$ cat config.mk
export PLATFORM = sky130hd
export DESIGN_NAME = uart_fifo_irq
export DESIGN_NICKNAME = d
export VERILOG_FILES = /design/src/rtl/uirq_pkg.sv /design/src/rtl/uirq_rx_level.sv /design/src/rtl/uirq_line_err.sv /design/src/rtl/uirq_tx_empty.sv /design/src/rtl/uirq_prio.sv /design/src/rtl/uart_fifo_irq.sv
export SDC_FILE = /design/constraint.sdc
export NUM_CORES = 1
export LEC_CHECK = 0
export BUFFER_PORTS_ARGS = -buffer_cell sky130_fd_sc_hd__buf_2
export CAP_MARGIN = 15
export CORE_UTILIZATION = 53
export DETAILED_ROUTE_END_ITERATION = 6
export GPL_ROUTABILITY_DRIVEN = 1
export HOLD_SLACK_MARGIN = 0.1
export PLACE_DENSITY_LB_ADDON = 0.25
export SLEW_MARGIN = 20
export SYNTH_ARGS = -nofsm -noshare
export SYNTH_HDL_FRONTEND = slang
export SYNTH_SLANG_ARGS = --single-unit
$ cat constraint.sdc
create_clock -name clk -period 3.6 [get_ports clk]
set_clock_uncertainty 0.2 [all_clocks]
set_input_delay 0.36 -clock clk [delete_from_list [all_inputs] [get_ports clk]]
set_output_delay 0.36 -clock clk [all_outputs]
set_load 0.005 [all_outputs]
$ cat src/rtl/uirq_pkg.sv
`timescale 1ns/1ps
package uirq_pkg;

    typedef enum logic [3:0] {
        IID_NONE = 4'b0001,
        IID_TXE  = 4'b0010,
        IID_RXD  = 4'b0100,
        IID_LINE = 4'b0110
    } iid_e;

    typedef enum logic [1:0] {
        TRIG_ONE  = 2'd0,
        TRIG_QTR  = 2'd1,
        TRIG_HALF = 2'd2,
        TRIG_NEAR = 2'd3
    } trig_e;

    // Field order fixed by software decoding of the status word.
    typedef struct packed {
        logic brk;
        logic frm;
        logic par;
        logic ovr;
    } err_t;

    typedef struct packed {
        logic fifo_err;
        logic tx_idle;
        logic tx_empty;
        err_t err;
        logic data_rdy;
    } lsr_t;

    localparam int NSRC = 3;           // 0: line, 1: receive, 2: transmit
    localparam lsr_t LSR_RESET = '{fifo_err: 1'b0, tx_idle: 1'b1, tx_empty: 1'b1,
                                   err: '0, data_rdy: 1'b0};

    function automatic int unsigned trig_level(input trig_e sel, input int unsigned depth);
        case (sel)
            TRIG_ONE:  return 1;
            TRIG_QTR:  return depth / 4;
            TRIG_HALF: return depth / 2;
            default:   return depth - depth / 8;
        endcase
    endfunction

    function automatic iid_e src_code(input int idx);
        case (idx)
            0:       return IID_LINE;
            1:       return IID_RXD;
            default: return IID_TXE;
        endcase
    endfunction

endpackage

$ cat src/rtl/uirq_rx_level.sv
`timescale 1ns/1ps
module uirq_rx_level
    import uirq_pkg::*;
#(
    parameter int DEPTH = 64,
    localparam int CNT_W = $clog2(DEPTH + 1)
) (
    input  logic             fifo_en,
    input  trig_e            trig_sel,
    input  logic [CNT_W-1:0] rx_count,
    output logic             rx_hit,
    output logic             data_rdy
);
    logic [CNT_W-1:0] level;

    always_comb begin
        level    = CNT_W'(trig_level(trig_sel, DEPTH));
        data_rdy = (rx_count != '0);
        // Without FIFO mode a single character is the threshold.
        rx_hit   = fifo_en ? (rx_count >= level) : data_rdy;
    end
endmodule

$ cat src/rtl/uirq_line_err.sv
`timescale 1ns/1ps
module uirq_line_err
    import uirq_pkg::*;
#(
    parameter int DEPTH = 64,
    localparam int CNT_W = $clog2(DEPTH + 1)
) (
    input  logic clk,
    input  logic rst,
    input  logic rx_push,
    input  err_t push_err,
    input  logic rx_pop,
    input  logic rx_pop_err,
    input  logic lsr_rd,
    output err_t err_nxt,
    output logic bad_nxt
);
    err_t             err_q;
    logic [CNT_W-1:0] cnt_q, cnt_nxt;
    logic             inc, dec;

    always_comb begin
        err_nxt = lsr_rd ? '0 : err_q;
        if (rx_push) err_nxt = err_nxt | push_err;

        inc = rx_push && (push_err != '0) && (cnt_q < CNT_W'(DEPTH));
        dec = rx_pop && rx_pop_err && (cnt_q != '0);
        cnt_nxt = cnt_q;
        if (inc && !dec)      cnt_nxt = cnt_q + 1'b1;
        else if (dec && !inc) cnt_nxt = cnt_q - 1'b1;
        bad_nxt = (cnt_nxt != '0);
    end

    always_ff @(posedge clk) begin
        if (rst) begin
            err_q <= '0;
            cnt_q <= '0;
        end else begin
            err_q <= err_nxt;
            cnt_q <= cnt_nxt;
        end
    end
endmodule

$ cat src/rtl/uirq_tx_empty.sv
`timescale 1ns/1ps
module uirq_tx_empty (
    input  logic clk,
    input  logic rst,
    input  logic tx_empty,
    input  logic en_bit,
    input  logic tx_wr,
    input  logic iid_rd,
    input  logic iid_is_tx,
    output logic thre_nxt
);
    logic thre_q, txe_d, en_d;
    logic arm, drop;

    always_comb begin
        arm      = tx_empty && (!txe_d || (en_bit && !en_d));
        drop     = tx_wr || (iid_rd && iid_is_tx);
        thre_nxt = tx_empty && !drop && (arm || thre_q);
    end

    always_ff @(posedge clk) begin
        if (rst) begin
            thre_q <= 1'b0;
            txe_d  <= 1'b1;
            en_d   <= 1'b0;
        end else begin
            thre_q <= thre_nxt;
            txe_d  <= tx_empty;
            en_d   <= en_bit;
        end
    end
endmodule

$ cat src/rtl/uirq_prio.sv
`timescale 1ns/1ps
module uirq_prio
    import uirq_pkg::*;
#(
    parameter int N = NSRC
) (
    input  logic [N-1:0] pend,
    output iid_e         code,
    output logic         any
);
    always_comb begin
        code = IID_NONE;
        // Lowest index has highest priority, so it is applied last.
        for (int i = N - 1; i >= 0; i--) begin
            if (pend[i]) code = src_code(i);
        end
        any = |pend;
    end
endmodule

$ cat src/rtl/uart_fifo_irq.sv
`timescale 1ns/1ps
module uart_fifo_irq
    import uirq_pkg::*;
#(
    parameter int DEPTH = 64,
    localparam int CNT_W = $clog2(DEPTH + 1)
) (
    input  logic             clk,
    input  logic             rst,
    input  logic             fifo_en,
    input  logic [2:0]       irq_en,
    input  logic [1:0]       trig_sel,
    input  logic [CNT_W-1:0] rx_count,
    input  logic             rx_push,
    input  logic [3:0]       rx_push_err,
    input  logic             rx_pop,
    input  logic             rx_pop_err,
    input  logic             tx_empty,
    input  logic             tsr_empty,
    input  logic             tx_wr,
    input  logic             iid_rd,
    input  logic             lsr_rd,
    output logic             irq,
    output logic [3:0]       iid,
    output logic [7:0]       lsr
);
    logic            rx_hit, data_rdy, bad_nxt, thre_nxt, any_pend;
    err_t            err_nxt;
    iid_e            code_nxt, iid_q;
    lsr_t            lsr_nxt, lsr_q;
    logic            irq_q;
    logic [NSRC-1:0] pend;

    uirq_rx_level #(.DEPTH(DEPTH)) u_rx (
        .fifo_en  (fifo_en),
        .trig_sel (trig_e'(trig_sel)),
        .rx_count (rx_count),
        .rx_hit   (rx_hit),
        .data_rdy (data_rdy)
    );

    uirq_line_err #(.DEPTH(DEPTH)) u_err (
        .clk        (clk),
        .rst        (rst),
        .rx_push    (rx_push),
        .push_err   (err_t'(rx_push_err)),
        .rx_pop     (rx_pop),
        .rx_pop_err (rx_pop_err),
        .lsr_rd     (lsr_rd),
        .err_nxt    (err_nxt),
        .bad_nxt    (bad_nxt)
    );

    uirq_tx_empty u_tx (
        .clk       (clk),
        .rst       (rst),
        .tx_empty  (tx_empty),
        .en_bit    (irq_en[1]),
        .tx_wr     (tx_wr),
        .iid_rd    (iid_rd),
        .iid_is_tx (iid_q == IID_TXE),
        .thre_nxt  (thre_nxt)
    );

    always_comb begin
        pend[0] = irq_en[2] && (err_nxt != '0);
        pend[1] = irq_en[0] && rx_hit;
        pend[2] = irq_en[1] && thre_nxt;
    end

    uirq_prio #(.N(NSRC)) u_prio (
        .pend (pend),
        .code (code_nxt),
        .any  (any_pend)
    );

    always_comb begin
        lsr_nxt = '{fifo_err: bad_nxt,
                    tx_idle:  tx_empty && tsr_empty,
                    tx_empty: tx_empty,
                    err:      err_nxt,
                    data_rdy: data_rdy};
    end

    always_ff @(posedge clk) begin
        if (rst) begin
            lsr_q <= LSR_RESET;
            iid_q <= IID_NONE;
            irq_q <= 1'b0;
        end else begin
            lsr_q <= lsr_nxt;
            iid_q <= code_nxt;
            irq_q <= any_pend;
        end
    end

    assign irq = irq_q;
    assign iid = iid_q;
    assign lsr = lsr_q;
endmodule

* Word level (Yosys, flattened, before mapping)
Index checks and enable logic that the tools add are counted.
Word-level totals: register bits after elaboration 22, output and inout bits 13
Cells by class: $add $sub $neg 2, bitwise operators 1, muxes and demuxes 9, equality and inequality tests 3, $lt $le $gt $ge 2, reductions and logical operators 31
Operators with widths (number):
- nonzero test 7 bit | 3
- case mux 6 bit (3 select lines) | 1
- logical AND 1 bit | 15
- 2-to-1 mux 7 bit | 2
- 2-to-1 mux 4 bit | 2
- nonzero test 4 bit | 2
- adder 7 x 1 -> 7 bit (second input constant) | 1
- greater-or-equal comparator 7 x 6 -> 1 bit | 1
- < comparator 7 bit (second input constant) | 1
- subtractor 7 x 1 -> 7 bit (second input constant) | 1
- 2-to-1 mux 3 bit | 2
- OR reduction 3 bit | 2
- zero test 1 bit | 5
- == test 4 x 2 -> 1 bit (second input constant) | 1
- bitwise OR 4 bit | 1
- logical OR 1 bit | 3
- == test 2 x 1 -> 1 bit (second input constant) | 1
- == test 2 bit (second input constant) | 1
- zero test 2 bit | 1
- 2-to-1 mux 2 bit | 1
- 2-to-1 mux 1 bit | 1

* Depth between registers and ports, before layout
Gate-level depths: netlist of run 1.
depth in word-level cells 10, depth in mapped cells 8, depth with buffers taken out 8

* By module
A second synthesis of run 1 with hierarchy kept.
Second synthesis, totals: cells, all modules 160, area total of the unflattened synthesis 1438.9 um^2
By module, submodules not included:
- uirq_line_err | times used 1, cells each 91, seq. area each 220.2 um^2, area an instance 744.5 um^2
- uart_fifo_irq | times used 1, cells each 31, seq. area each 260.2 um^2, area an instance 386.6 um^2
- uirq_rx_level | times used 1, cells each 20, seq. area each 0.0 um^2, area an instance 135.1 um^2
- uirq_tx_empty | times used 1, cells each 11, seq. area each 60.1 um^2, area an instance 127.6 um^2
- uirq_prio | times used 1, cells each 7, seq. area each 0.0 um^2, area an instance 45.0 um^2

* Worst setup path after synthesis of run 1
No wires, ideal clock.
path type input -> register, start point input port trig_sel[1], end point register irq_q (netlist: irq), arrival time 1.888 ns, required time 3.283 ns, path slack 1.395 ns, stages 8, path buffers 0, path through nor2_1 > ha_1 > or4b_1 > a21o_1 > a21o_1 > a21oi_2 > o31ai_1 > nand2b_1
On the way: longest elaborated chain between the ends 6, elaborated cells on any way between the ends 8, those cells by class order compare (1); eq/ne (2); mux (2); reduce/logical (3)
Ends and longest elaborated chain:
- start: declaration | line uart_fifo_irq.sv:12 | input logic [1:0] trig_sel,
- == test 2 bit (tied with other cells) | line uirq_pkg.sv:39 | case (sel)
- case mux 6 bit (3 select lines) (*) | line uirq_pkg.sv:39
- greater-or-equal comparator 7 x 6 -> 1 bit (*) | line uirq_rx_level.sv:20 | rx_hit = fifo_en ? (rx_count >= level) : data_rdy;
- 2-to-1 mux 1 bit (*) | line uirq_rx_level.sv:20
- logical AND 1 bit (*) | line uart_fifo_irq.sv:67 | pend[1] = irq_en[0] && rx_hit;
- OR reduction 3 bit (*) | line uirq_prio.sv:17 | any = |pend;
- end signal: assignment | line uart_fifo_irq.sv:93 | irq_q <= any_pend;
- end: declaration | line uart_fifo_irq.sv:31 | logic irq_q;
Mark *: on every way between the ends. The rest lies on a longest branch, timed or not. A chain may end at the register's enable or synchronous reset.

* Worst setup path in the final report of run 1
start point register u_err.cnt_q[0], end point register lsr_q, in the netlist lsr[7]
On the way: longest elaborated chain between the ends 7, elaborated cells on any way between the ends 13, those cells by class add/sub (2); order compare (1); mux (2); reduce/logical (8)
Ends and longest elaborated chain:
- start: declaration | line uirq_line_err.sv:19 | logic [CNT_W-1:0] cnt_q, cnt_nxt;
- start signal: assignment | line uirq_line_err.sv:40 | cnt_q <= cnt_nxt;
- < comparator 7 bit | line uirq_line_err.sv:26 | inc = rx_push && (push_err != '0) && (cnt_q < CNT_W'(DEPTH));
- logical AND 1 bit | line uirq_line_err.sv:26
- zero test 1 bit | line uirq_line_err.sv:30 | else if (dec && !inc) cnt_nxt = cnt_q - 1'b1;
- logical AND 1 bit | line uirq_line_err.sv:30
- 2-to-1 mux 7 bit | line uirq_line_err.sv:30
- 2-to-1 mux 7 bit (*) | line uirq_line_err.sv:29 | if (inc && !dec) cnt_nxt = cnt_q + 1'b1;
- nonzero test 7 bit (*) | line uirq_line_err.sv:31 | bad_nxt = (cnt_nxt != '0);
- end signal: assignment | line uart_fifo_irq.sv:91 | lsr_q <= lsr_nxt;
- end: declaration | line uart_fifo_irq.sv:30 | lsr_t lsr_nxt, lsr_q;
Marked as above.

==> results.md, run 1 <==
* Syn-to-layout area delta at 22.2%
* Clock latency on the worst-skew pair at 300 ps
* Post-synth EDFFs at 0
* Clock sinks at 21
* Cells after synthesis at 135
* Fin area at 1480 um2
* Initial core utilization at 59.1%
* Final core utilization at between 70% and 80%
* Worst Hold Class: input pin to flip-flop
* Critical path type: flip-flop to flip-flop
* Initial antenna violation count at 0
* Ys Warns at 0
* Post-DRT Antenna Nets at 0
* Total gr overflow at 0
* # rows at 16
* Seq cells post-synth at 21
* Final wirelength at approximately 2600 um
* Reg2reg start: u_err.cnt_q[0]$_SDFF_PP0_
* Slowest CP cell: dfxtp_1
* Most numerous cell in the Yosys netlist: dfxtp_1
* Post-Place Cells at 196
* Crit path largest cell delay at 480 ps
* Pre-CTS WS at 1140 ps
* Max cap viols at 0
* Max Fanout on Critical Path at 7
* Via density at 5.47
* Asr flop ratio synth at 0%
* H-tree depth at 1
* DRC errors left at 0
* Library cells used by synthesis at 47
* Post-DP Area at 1410 um2
* Die X at around 50 um
* Required time of the worst setup path at 3580 ps
* Area leader, netlist: dfxtp_1
* Die area at 2470 um2
* Hpwl dp at just over 2000 um
* Buffers and inverters on the worst path at 1
* Crit path DAT at 2160 ps
* ANT cells at 0
* Ratio of cells with drive above 1 in the final layout at a little under a third
* Total power at 632 uW
* Total CTS buffers at 3
* Pwr Density at 428 nW/um2
* I/O Pins at 40
* Top area cells in the synthesized netlist: dfxtp_1, ha_1, mux2i_1
* CTS Buffer Depth at 2
* Netlist Area Pre-Place at 1210 um2
* RSZ-0062 raised after global routing: false
* Gp weighted congestion at just under 0.9
* Critical-path cell list: inv_1 > ha_1 > a41oi_4 > o21ai_2 > o31ai_2 > xnor2_1 > a41oi_2
* R2R Setup Slk at between 1000 and 1500 ps
* Hold Path Cell Cnt at 3
* Fin crit share at 60.5%
* Peak VDD IR at 0.000303 V
* Critical path endpoint category: flip-flop
* First-pass GRT wire length at 4420 um
* R2R depth at 7
* DR WL/cell at 12.9 um
* Vias at 1116
* Hold Fails Final Rpt at 0
* Worst hold margin at between 100 and 150 ps
* CTS tree: built
* DIE HEIGHT at 49.7 um
* GRT Total Usage at a little under a quarter
* Prevailing post-synth register cell: dfxtp_1
* Hold path endpoint: u_tx.thre_q$_SDFF_PP0_
* Sequential fraction of the synthesis area at 34.8%
* Crit Reg-Reg Endpoint: lsr[7]$_SDFF_PP0_
* # nets final at approximately 210
* Port buffer count at 38
* Setup TNS at 0 ps
* FMAX at between 400 and 500 MHz
* Status: complete, no violations
* Synth top area share at 34.8%
* Non-Filler Instances at 204
* Root Buffer: clkbuf_4
* Setup violations, final at 0
* Vias in the first global route at 1042
* Net Count, Synth at 169
* Leak pwr at 0.666 nW
* PnR worst setup slack at roughly 1400 ps
* Crit path launch type: flip-flop
* Core area at 2040 um2
* Commonest cells in the netlist: dfxtp_1, nor2_1, nand2_1, inv_1, ha_1
* TritonRoute pass-1 iters at 4
* Mean Syn Cell Area at 8.94 um2
* Clk slew on worst S/H paths at 120 ps
* DRT iter0 DRCs at 16
* CP delay by family, top: compound AO/OA/AOI/OAI gates
* Pin count of the biggest net entering global routing at 20
* Slew Viols, Final at 0
* Minimum clock period at approximately 2200 ps
* Hold_sp: tx_wr
[tightest hold or removal path: stages]
cell     delay [ps]
buf_2            70
or4b_1           90
a31oi_1          60
[layer usage]
metal	part of all wire, %	vias to the layer above	track usage, %
met3	4.1	6	5.56
met4	1.4	0	9.52
met1	42	519	25.4
met2	53	29	44.4
li1	-	562	-
met5	0	-	0
[worst max path at each step]
stage	slack (ps)	to	cells past startpoint	from
floorplan	1400	irq$_SDFF_PP0_	8	trig_sel[1]
global placement	1210	irq$_SDFF_PP0_	9	trig_sel[1]
detailed placement	1140	irq$_SDFF_PP0_	9	trig_sel[1]
CTS	1430	lsr[7]$_SDFF_PP0_	7	u_err.cnt_q[0]$_SDFF_PP0_
global route	1240	lsr[7]$_SDFF_PP0_	7	u_err.cnt_q[0]$_SDFF_PP0_
finish	1420	lsr[7]$_SDFF_PP0_	7	u_err.cnt_q[0]$_SDFF_PP0_
[cell families (layout without fill, tap and decap cells)]
group | count (synthesis) | after routing | share of synthesized area, %
XOR/XNOR | 4 | 4 | 2.90
AO/OA/AOI/OAI | 26 | 26 | 17.7
AND/OR/NAND/NOR | 57 | 57 | 27.3
flip-flops | 21 | 21 | 34.8
multiplexers | 6 | 6 | 4.97
buffers and inverters | 13 | 55 | 4.77
adder cells (fa/ha/maj) | 7 | 7 | 7.25
other | 1 | 1 | 0.311
[cell usage in the layout, fill, tap and decap left out, drive strengths merged, types with 2 or more instances in the layout]
master	n
dfxtp	21
nand3	4
nand2	11
dlygate4sd3	4
o21ai	6
nand4	2
clkbuf	3
a21oi	4
o31ai	2
xnor2	4
ha	7
and3	2
buf	38
inv	9
nand2b	4
a41oi	2
nor3	2
a21o	3
nor4	3
and2	2
or4b	2
a22oi	4
nor2	16
mux2i	6
nor2b	3
[timing repair]
| action | CTS | global route |
|---|---|---|
| hold endpoints to repair | 4 | 0 |
| hold buffers | 4 | 0 |
| setup buffers | 0 | 0 |
| resized for setup | 0 | 0 |
[registers in the layout (all words and copies together), names as in the netlist]
| name | count |
|---|---|
| u_tx.en_d | 1 |
| lsr | 3 |
| u_tx.thre_q | 1 |
| u_err.cnt_q | 7 |
| u_tx.txe_d | 1 |
| iid | 3 |
| irq | 1 |
| u_err.err_q | 4 |
[final cells by class]
| cell class | instances | area, um2 |
|---|---|---|
| clock buffers | 3 | 22.5 |
| fillers | 177 | 567 |
| inverters | 9 | 33.8 |
| multi-input cells | 101 | 729 |
| well taps | 27 | 33.8 |
| clock inverters | 1 | 5.00 |
| repair buffers | 42 | 230 |
| flip-flops and latches | 21 | 420 |
[report_power, final]
part / internal (mW) / switching, mW
clock network: 0.0414 / 0.0726
logic: 0.109 / 0.118
registers: 0.260 / 0.0297
total: 0.411 / 0.221
(Power assumes the default switching activity.)
==> run 2: changes to the inputs <==
--- a/config.mk
+++ b/config.mk
@@ -5,9 +5,10 @@
 export SDC_FILE = /design/constraint.sdc
 export NUM_CORES = 1
 export LEC_CHECK = 0
+export ABC_AREA = 1
 export BUFFER_PORTS_ARGS = -buffer_cell sky130_fd_sc_hd__buf_2
 export CAP_MARGIN = 15
-export CORE_UTILIZATION = 53
+export CORE_UTILIZATION = 46
 export DETAILED_ROUTE_END_ITERATION = 6
 export GPL_ROUTABILITY_DRIVEN = 1
 export HOLD_SLACK_MARGIN = 0.1
==> constraint.sdc (replaced) <==
create_clock -name clk -period 1.9 [get_ports clk]
set_clock_uncertainty 0.2 [all_clocks]
set_input_delay 0.19 -clock clk [delete_from_list [all_inputs] [get_ports clk]]
set_output_delay 0.19 -clock clk [all_outputs]
set_load 0.005 [all_outputs]
==> results.md, run 2 <==
* Biggest register: u_err.cnt_q (unchanged)
* Required time of the worst setup path at 1900 ps (was 3580 ps)
* CTS Buffer Depth at 2 (unchanged)
* Pwr Density at 928 nW/um2 (was 428 nW/um2)
* Failing checks: negative setup slack
* Synth top area share at 32.0% (was 34.8%)
* Commonest cells in the netlist: nand2_1, nor2_1, inv_1, dfxtp_1, nand3_1 (was dfxtp_1, nor2_1, nand2_1, inv_1, ha_1)
* ANT cells at 0 (unchanged)
* Post-DP Area at 1530 um2 (was 1410 um2)
* Status: complete, but fails checks (was complete, no violations)
* Asr flop ratio synth at 0% (unchanged)
* Sequential fraction of the synthesis area at 32.0% (was 34.8%)
* Top area cells in the synthesized netlist: dfxtp_1, nand2_1, nor2_1 (was dfxtp_1, ha_1, mux2i_1)
* DIE HEIGHT at 55.4 um (was 49.7 um)
* CTS tree: built (unchanged)
* Critical Path Start: u_err.cnt_q[0]$_SDFF_PP0_ (unchanged)
* FMAX at 509 MHz (was 459 MHz)
* R2R depth at 14 (was 7)
* Ratio of cells with drive above 1 in the final layout at 33.6% (was 31.1%)
* # rows at 19 (was 16)
* Total CTS buffers at 3 (unchanged)
* Most numerous cell in the Yosys netlist: nand2_1 (was dfxtp_1)
* Hpwl dp at 2190 um (was 2070 um)
* Crit path DAT at 1960 ps (was 2160 ps)
* Mean Syn Cell Area at 6.80 um2 (was 8.94 um2)
* Vias in the first global route at 1387 (was 1042)
* DRT iter0 DRCs at 50 (was 16)
* R2R Setup Slk at -60 ps (was 1420 ps)
* Critical Path End: lsr[7]$_SDFF_PP0_ (unchanged)
* Core area at 2730 um2 (was 2040 um2)
* Max cap viols at 0 (unchanged)
* TritonRoute pass-1 iters at 4 (unchanged)
* Post-synth EDFFs at 0 (unchanged)
* Sw Pwr at 742 uW (was 221 uW)
* First-pass GRT wire length at 6000 um (was 4420 um)
* Fin area at 1940 um2 (was 1480 um2)
* Final wirelength at 3800 um (was 2630 um)
* Clock share of power at 12.0% (was 18.0%)
* Die area at 3070 um2 (was 2470 um2)
* Leak pwr at 0.992 nW (was 0.666 nW)
* Port buffer count at 38 (unchanged)
* Fin crit share at 103% (was 60.5%)
* Ys Warns at 0 (unchanged)
* Via density at 5.06 (was 5.47)
* Slew Viols, Final at 0 (unchanged)
* DR WL/cell at 13.0 um (was 12.9 um)
* Prevailing post-synth register cell: dfxtp_1 (unchanged)
* H-tree depth at 1 (unchanged)
* Netlist Area Pre-Place at 1310 um2 (was 1210 um2)
* Library cells used by synthesis at 30 (was 47)
* Clk slew on worst S/H paths at 120 ps (about the same)
* Most frequent cells in the layout: nand2_1, buf_2, nor2_1 (was buf_2, dfxtp_1, nor2_1)
* Clock latency on the worst-skew pair at 300 ps (about the same)
* Die X at 55.4 um (was 49.7 um)
* Largest registers: u_err.cnt_q (7), u_err.err_q (4) (unchanged)
* Net Count, Synth at 227 (was 169)
* DRC errors left at 0 (unchanged)
* Cells after synthesis at 193 (was 135)
* # nets final at 297 (was 212)
* Root Buffer: clkbuf_4 (unchanged)
* RSZ-0062 raised after global routing: true (was false)
* Pre-CTS WS at -43.0 ps (was 1140 ps)
* Seq cells post-synth at 21 (unchanged)
* PnR worst setup slack at -64.6 ps (was 1420 ps)
* Int Power at 1.06 mW (was 411 uW)
* Number of flip-flops in the largest register at 7 (unchanged)
* Worst Hold Class: input pin to flip-flop (unchanged)
* Setup violations, final at 1 (was 0)
* Crit path launch type: flip-flop (unchanged)
* Fill count at 210 (was 177)
* Post-DRT Antenna Nets at 0 (unchanged)
* Pin count of the biggest net entering global routing at 17 (was 20)
* Vias at 1484 (was 1116)
* Initial antenna violation count at 0 (unchanged)
* Syn-to-layout area delta at 48.0% (was 22.2%)
* Area leader, netlist: dfxtp_1 (unchanged)
* Total gr overflow at 0 (unchanged)
* Combinational power share at 57.1% (was 36.0%)
* GRT Total Usage at 24.2% (was 23.9%)
* Sequential power share at 30.9% (was 45.9%)
* Critical path endpoint category: flip-flop (unchanged)
* Hold Fails Final Rpt at 0 (unchanged)
* Commonest non-fill, non-tap cell in the layout: nand2_1 (was buf_2)
* Clock sinks at 21 (unchanged)
* Gp weighted congestion at 0.854 (was 0.880)
* Initial core utilization at 48.0% (was 59.1%)
* Reg2reg start: u_err.cnt_q[0]$_SDFF_PP0_ (unchanged)
* Minimum clock period at 1960 ps (was 2180 ps)
* Total power at 1.80 mW (was 632 uW)
* I/O Pins at 40 (unchanged)
* Peak VDD IR at 0.000774 V (was 0.000303 V)
* Crit Reg-Reg Endpoint: lsr[7]$_SDFF_PP0_ (unchanged)
* Critical path type: flip-flop to flip-flop (unchanged)
* Hold_sp: rx_count[0] (was tx_wr)
* Max Fanout on Critical Path at 8 (was 7)
* Switching Share at 41.2% (was 34.9%)
==> run 2: stage by stage <==
step                setup TNS, ps  hold WS [ps]  std cells  utilization, %
floorplan                       0          59.1        193               -
global placement            -4.91           183        261            56.0
detailed placement          -43.0           186        261            56.0
CTS                             0           182        287            65.4
global route                 -169           232        293            71.1
finish                      -64.6           219        293            71.1
==> run 2: final cells by class <==
class,instances,area (um2),area share (%)
inverters,28,105,5.41
repair buffers,70,510,26.3
flip-flops and latches,21,425,21.9
clock buffers,3,22.5,1.16
multi-input cells,139,836,43.0
well taps,31,38.8,2.00
clock inverters,1,5.00,0.258
==> run 2: what timing repair did <==
item | in CTS | in global routing
setup buffers | 0 | 11
setup endpoints to repair | 1 | 6
resized for setup | 3 | 32
hold buffers | 22 | 0
pin swaps | 0 | 14
hold endpoints to repair | 20 | 0
==> run 2: worst min-delay path by stage <==
stage | cells past startpoint | endpoint
6_report | 6 | iid[2]$_SDFF_PP0_
2_1_floorplan | 1 | u_err.cnt_q[0]$_SDFF_PP0_
5_1_grt | 7 | iid[1]$_SDFF_PP0_
3_5_place_dp | 3 | lsr[6]$_SDFF_PP1_
4_1_cts | 7 | iid[1]$_SDFF_PP0_
3_3_place_gp | 3 | lsr[6]$_SDFF_PP1_
==> run 2: power by group through the flow <==
stage	Clock, mW	Sequential [mW]	Combinational [mW]
3_5_place_dp	0	0.555	0.701
5_1_grt	0.252	0.565	1.12
2_1_floorplan	0	0.552	0.534
3_3_place_gp	0	0.557	0.701
4_1_cts	0.221	0.548	0.758
6_report	0.217	0.557	1.03
==> run 2: metal layers <==
| metal | part of all wire, % | track usage [%] | vias to the layer above | routed length, um |
|---|---|---|---|---|
| met5 | 0 | 0 | - | 0 |
| met4 | 1.1 | 5.71 | 0 | 42 |
| met3 | 4.4 | 3.28 | 6 | 167 |
| met2 | 51 | 43.4 | 47 | 1940 |
| met1 | 43 | 30.6 | 679 | 1650 |
| li1 | - | - | 752 | - |
==> run 2: logic make-up after synthesis <==
group,synth area share [%]
AND/OR/NAND/NOR,37.2
buffers and inverters,11.2
AO/OA/AOI/OAI,10.7
flip-flops,32.0
adder cells (fa/ha/maj),6.67
XOR/XNOR,2.00
other,0.286
==> run 2: critical path: stages (launching register included) <==
cell     delay [ps]
dfxtp_2         350
inv_2            60
ha_4            150
inv_2            50
nor2_4           40
nand3_4          80
buf_6           110
nand3_4         130
buf_6           160
nand2_2          50
nand2_2          50
a21oi_2         150
nand3_1         100
nor2_1          120
nor2_1           50
